[src/rtl/dw_pkg.sv]
package dw_pkg;
  typedef enum logic [1:0] {
    SLOT_IDLE   = 2'd0,
    SLOT_ARM    = 2'd1,
    SLOT_COMMIT = 2'd2,
    SLOT_DROP   = 2'd3
  } slot_act_e;
endpackage

[src/rtl/dw_addr_dec.sv]
module dw_addr_dec #(
  parameter int unsigned ADDR_W    = 8,
  parameter int unsigned NUM_REGS  = 7,
  parameter int unsigned BASE_ADDR = 48,
  localparam int unsigned IDX_W    = (NUM_REGS > 1) ? $clog2(NUM_REGS) : 1
) (
  input  logic [ADDR_W-1:0]   addr,
  input  logic                wr_en,
  output logic                in_win,
  output logic [IDX_W-1:0]    idx,
  output logic [NUM_REGS-1:0] hit
);
  logic [ADDR_W-1:0] offset;

  // Unsigned wrap sends addresses below the base far out of the window.
  assign offset = addr - ADDR_W'(BASE_ADDR);
  assign in_win = (offset < ADDR_W'(NUM_REGS));
  assign idx    = offset[IDX_W-1:0];

  for (genvar g = 0; g < NUM_REGS; g++) begin : g_hit
    assign hit[g] = wr_en && in_win && (idx == IDX_W'(g));
  end
endmodule

[src/rtl/dw_slot.sv]
module dw_slot
  import dw_pkg::*;
#(
  parameter int unsigned DATA_W = 8
) (
  input  logic              clk,
  input  logic              rst,
  input  logic              hit,
  input  logic              wr_any,
  input  logic [DATA_W-1:0] wdata,
  output logic [DATA_W-1:0] value,
  output logic              tag
);
  logic [DATA_W-1:0] cap_q;
  slot_act_e         act;

  always_comb begin
    act = SLOT_IDLE;
    if (hit) begin
      if (!tag)                act = SLOT_ARM;
      else if (wdata == cap_q) act = SLOT_COMMIT;
      else                     act = SLOT_DROP;
    end
  end

  always_ff @(posedge clk) begin
    if (rst) begin
      value <= '0;
      cap_q <= '0;
      tag   <= 1'b0;
    end else begin
      unique case (act)
        SLOT_ARM: begin
          cap_q <= wdata;
          tag   <= 1'b1;
        end
        SLOT_COMMIT: begin
          value <= cap_q;
          tag   <= 1'b0;
        end
        SLOT_DROP: tag <= 1'b0;
        default: if (wr_any) tag <= 1'b0;  // store elsewhere breaks the pair
      endcase
    end
  end
endmodule

[src/rtl/dw_prot_bank.sv]
module dw_prot_bank #(
  parameter int unsigned ADDR_W    = 8,
  parameter int unsigned DATA_W    = 8,
  parameter int unsigned NUM_REGS  = 7,
  parameter int unsigned BASE_ADDR = 48,
  localparam int unsigned IDX_W    = (NUM_REGS > 1) ? $clog2(NUM_REGS) : 1
) (
  input  logic                       clk,
  input  logic                       rst,
  input  logic [ADDR_W-1:0]          addr,
  input  logic [DATA_W-1:0]          wdata,
  input  logic                       wr_en,
  output logic [DATA_W-1:0]          rd_data,
  output logic [NUM_REGS*DATA_W-1:0] reg_out
);
  logic                in_win;
  logic [IDX_W-1:0]    idx;
  logic [NUM_REGS-1:0] hit;
  logic [NUM_REGS-1:0] tag_vec;
  logic [DATA_W-1:0]   value [NUM_REGS];

  dw_addr_dec #(
    .ADDR_W(ADDR_W), .NUM_REGS(NUM_REGS), .BASE_ADDR(BASE_ADDR)
  ) u_dec (
    .addr(addr), .wr_en(wr_en), .in_win(in_win), .idx(idx), .hit(hit)
  );

  for (genvar g = 0; g < NUM_REGS; g++) begin : g_slot
    dw_slot #(.DATA_W(DATA_W)) u_slot (
      .clk(clk), .rst(rst), .hit(hit[g]), .wr_any(wr_en),
      .wdata(wdata), .value(value[g]), .tag(tag_vec[g])
    );
    assign reg_out[g*DATA_W +: DATA_W] = value[g];
  end

  always_ff @(posedge clk) begin
    if (rst)         rd_data <= '0;
    else if (in_win) rd_data <= value[idx];
    else             rd_data <= '0;
  end
endmodule

[config.mk]
export PLATFORM = sky130hd
export DESIGN_NAME = dw_prot_bank
export DESIGN_NICKNAME = d
export VERILOG_FILES = /design/src/rtl/dw_pkg.sv /design/src/rtl/dw_addr_dec.sv /design/src/rtl/dw_slot.sv /design/src/rtl/dw_prot_bank.sv
export SDC_FILE = /design/constraint.sdc
export NUM_CORES = 1
export LEC_CHECK = 0
export BUFFER_PORTS_ARGS = -buffer_cell sky130_fd_sc_hd__buf_4
export CAP_MARGIN = 10
export CELL_PAD_IN_SITES_DETAIL_PLACEMENT = 2
export CELL_PAD_IN_SITES_GLOBAL_PLACEMENT = 2
export CORE_ASPECT_RATIO = 1.2
export CORE_MARGIN = 10
export CORE_UTILIZATION = 37
export DETAILED_ROUTE_END_ITERATION = 10
export PLACE_DENSITY_LB_ADDON = 0.2
export SLEW_MARGIN = 0
export SYNTH_ARGS = -nofsm -noshare
export SYNTH_HDL_FRONTEND = slang
export SYNTH_SLANG_ARGS = --single-unit
[constraint.sdc]
create_clock -name clk -period 2.45 [get_ports clk]
set_input_delay 0.245 -clock clk [delete_from_list [all_inputs] [get_ports clk]]
set_output_delay 0.245 -clock clk [all_outputs]
set_load 0.05 [all_outputs]
==> out/qor.yml <==
maximum_number_of_pins_on_one_net_before_global_route_repair: 75
total_power_mw: 4.864
power_frac_seq_pct: 42.5
top_level_ports: 83
transition_time_at_the_pin_with_the_least_slew_margin_ns: 0.7461
most_used_standard_cell_by_instance_count_after_synthesis: "sky130_fd_sc_hd__mux2i_1"
post-route-period-util_pct: 70.25
cellPowerDensity_nw_per_um2: 633.3
clk_path_buf_depth: 2
switching_power_summed_over_all_nets_mw: 1.127
crit_end_category: "flop"
fin_setup_tns_ns: 0
place.detailed.instances: 888
final_skew_ns: 0.006738
grt_pass1_wl_mm: 33.03
grt_use_total_pct: 18.77
report.final.hold_viol_count: 0
reg2reg_slack_ns: 0.73
async_reset_ff_share_pct: 0
setup_viol_count_final: 0
critPathBufInv: 1
yosysTopAreaCellShare_pct: 40.76
worst_slew_margin_rel_pct: 50.16
detailroute.via_count: 4823
worstReg2RegStart: "g_slot[5].u_slot.cap_q[6]$_SDFFE_PP0N_"
min-delay-start: "addr[2]"
layoutNonFillerInstCount: 920
die_area_um2: 22470
min_path_cells: 3
vias_in_the_first_global_route: 5423
number_of_buffers_added_by_the_clock_tree_synthesis_step: 17
syn_avg_cell_area_um2: 9.996
buffer_ports.inserted: 82
final_max_slew_viol_count: 0
utilization_pct: 46.84
synthCells: 624
synth_top_area_cell: "sky130_fd_sc_hd__dfxtp_1"
vdd_drop_max_mv: 0.4710
syn-num-nets: 643
cts.htree.levels: 4
crit_path_cell_trace: "xnor2_1 > nand4_1 > nor4_4 > buf_4 > mux2i_1"
post_synthesis_cell_area_um2: 6237
rr_worst_depth: 5
via_per_inst: 5.242
cts_hold_buffers: 0
timing.fmax_mhz: 581.0
path_delay_family: "simple AND/OR/NAND/NOR gates"
power_frac_clock_pct: 51.9
cap_violations: 0
drt_pass1_iterations: 4
timing.setup.critical_path_class: "reg -> reg"
critPathRequiredTime_ns: 2.80
layout-drive-gt1-share_pct: 21.61
synth_cell_types: 32
min_period_ns: 1.721
cts.repair.resized: 0
critical_path.reg2reg.endpoint: "g_slot[5].u_slot.value[6]$_SDFFE_PP0N_"
wl_per_cell_um: 22.80
setup.worst_path.start: "g_slot[5].u_slot.cap_q[6]$_SDFFE_PP0N_"
outcome: "finished clean"
number_of_antenna_violations_at_the_first_check_in_global_routing: 0
grt-ovfl-total: 0
power.static_leakage_nw: 2.918
placement_rows: 51
initial_utilization_pct: 38.03
core_um2: 16400
globalplace.congestion: 0.7589
worstPathMaxFanout: 7
postSynthRegisterBits: 127
critical_path.slowest_cell: "sky130_fd_sc_hd__dfxtp_1"
holdPathEnd: "rd_data[3]$_SDFF_PP0_"
critical_path_arrival_ns: 2.07
numClockSinks: 127
nNetsFinal: 714
dpl.hpwl_mm: 14.56
post_synth_main_area_contributors: "sky130_fd_sc_hd__dfxtp_1 41%, sky130_fd_sc_hd__mux2i_1 21%, sky130_fd_sc_hd__nand2b_1 11%"
clock_tree_from_tritoncts: "yes"
drt_iter0_markers: 191
synth_warnings: 0
insertedDiodeCount: 0
areaGrowthSynthToFinish_pct: 23.15
drcViolationCount: 0
cts_root_buf: "sky130_fd_sc_hd__clkbuf_16"
edff_count_synth: 0
grt_setup_unrepaired: "no"
route.final.wire_length_mm: 20.98
cpPeakStageDelay_ns: 0.43
setup_crit_start_kind: "flop"
cts.clk_slew.worst_paths_ns: 0.06
cts_setup_buffers: 0
netlist_top_cells_count: "128 x sky130_fd_sc_hd__mux2i_1, 127 x sky130_fd_sc_hd__dfxtp_1, 112 x sky130_fd_sc_hd__nand2b_1, 67 x sky130_fd_sc_hd__nor2_1, 56 x sky130_fd_sc_hd__xnor2_1"
worstHoldPathType: "in -> reg"
die_height_um: 162.2
insertion_delay_ns: 0.42
switching_share_pct: 23.16
synth_sequential_area_ratio_pct: 40.76
antenna_violating_nets_post_route: 0
synthFlopType: "sky130_fd_sc_hd__dfxtp_1"
die_w_um: 138.5
comb_power_share_pct: 5.6
internal_power_mw: 3.738
-- logic make-up (layout without fill, tap and decap cells) --
kind of cell | after synthesis | count (layout) | share of synthesized area, %
DFF | 127 | 127 | 40.76
and+or+nand+nor | 239 | 239 | 22.99
AOI/OAI and AO/OA | 16 | 16 | 1.785
muxes | 136 | 136 | 23.43
buffers and inverters | 50 | 134 | 3.170
xor gates and xnor gates | 56 | 56 | 7.864
-- worst register-to-register path, stage by stage (launching register included) --
cell and delay [ns]:
sky130_fd_sc_hd__dfxtp_1 0.43, sky130_fd_sc_hd__xnor2_1 0.18, sky130_fd_sc_hd__nand4_1 0.19, sky130_fd_sc_hd__nor4_4 0.38, sky130_fd_sc_hd__buf_4 0.27, sky130_fd_sc_hd__mux2i_1 0.20
-- power by group through the flow --
| stage | clock, mW | combinational [mW] | sequential, mW |
|---|---|---|---|
| finish | 2.53 | 0.271 | 2.07 |
| global placement | 0 | 0.261 | 2.11 |
| CTS | 2.56 | 0.272 | 2.07 |
| detailed placement | 0 | 0.270 | 2.11 |
| global route | 2.67 | 0.289 | 2.07 |
| floorplan | 0 | 0.181 | 2.11 |
-- area by class of cell --
cell class,count,area [um^2]
inverters,1,3.754
repair buffers,101,770.7
multi-input cells,447,3516
clock inverters,12,116.4
flip-flops and latches,127,2542
fillers,1710,8718
clock buffers,20,466.7
well taps,212,265.3
-- layer usage --
metal  up-vias  global-route usage (%)  wire length (um)
met5         -                       0                 0
met4         0                   4.942               266
met3        19                   4.609              1106
met2       114                   32.53             10660
met1      2443                   22.63              8938
li1       2247                       -                 -
-- per-stage QoR --
| step | hold slack [ns] | area [um^2] | setup WS [ns] |
|---|---|---|---|
| finish | 0.2650 | 7681 | 0.7288 |
| global route | 0.2859 | 7681 | 0.6167 |
| floorplan | 0.4443 | 6237 | 0.4916 |
| CTS | 0.2527 | 7681 | 0.7109 |
| detailed placement | 0.4700 | 7098 | 0.4119 |
| global placement | 0.4642 | 7098 | 0.4453 |
-- flip-flops by register name, summed over array words and instances (netlist names) --
name	count
g_slot.u_slot.value	56
g_slot.u_slot.cap_q	56
rd_data	8
g_slot.u_slot.tag	7
-- cells in the final DEF, fill, tap and decap left out, types with 7 or more instances in the layout --
master,instances
sky130_fd_sc_hd__mux4_2,8
sky130_fd_sc_hd__mux2i_1,128
sky130_fd_sc_hd__dfxtp_1,127
sky130_fd_sc_hd__xnor2_1,56
sky130_fd_sc_hd__clkinv_2,8
sky130_fd_sc_hd__nand2_1,11
sky130_fd_sc_hd__nor2_1,67
sky130_fd_sc_hd__nand3_1,13
sky130_fd_sc_hd__clkbuf_16,17
sky130_fd_sc_hd__nand2b_1,112
sky130_fd_sc_hd__a21oi_1,7
sky130_fd_sc_hd__nor4_4,7
sky130_fd_sc_hd__o2bb2ai_1,8
sky130_fd_sc_hd__nand4_1,7
sky130_fd_sc_hd__buf_4,100
-- worst max-delay path by stage --
stage / to / slack (ns) / cells after the start
2_1_floorplan: g_slot[3].u_slot.value[0]$_SDFFE_PP0N_ / 0.49 / 6
3_3_place_gp: g_slot[1].u_slot.cap_q[6]$_SDFFE_PP0N_ / 0.45 / 5
3_5_place_dp: g_slot[1].u_slot.cap_q[6]$_SDFFE_PP0N_ / 0.41 / 5
4_1_cts: g_slot[5].u_slot.value[4]$_SDFFE_PP0N_ / 0.71 / 5
5_1_grt: g_slot[5].u_slot.value[6]$_SDFFE_PP0N_ / 0.62 / 5
6_report: g_slot[5].u_slot.value[6]$_SDFFE_PP0N_ / 0.73 / 5
Note: power is estimated with default switching activity, not from simulation.
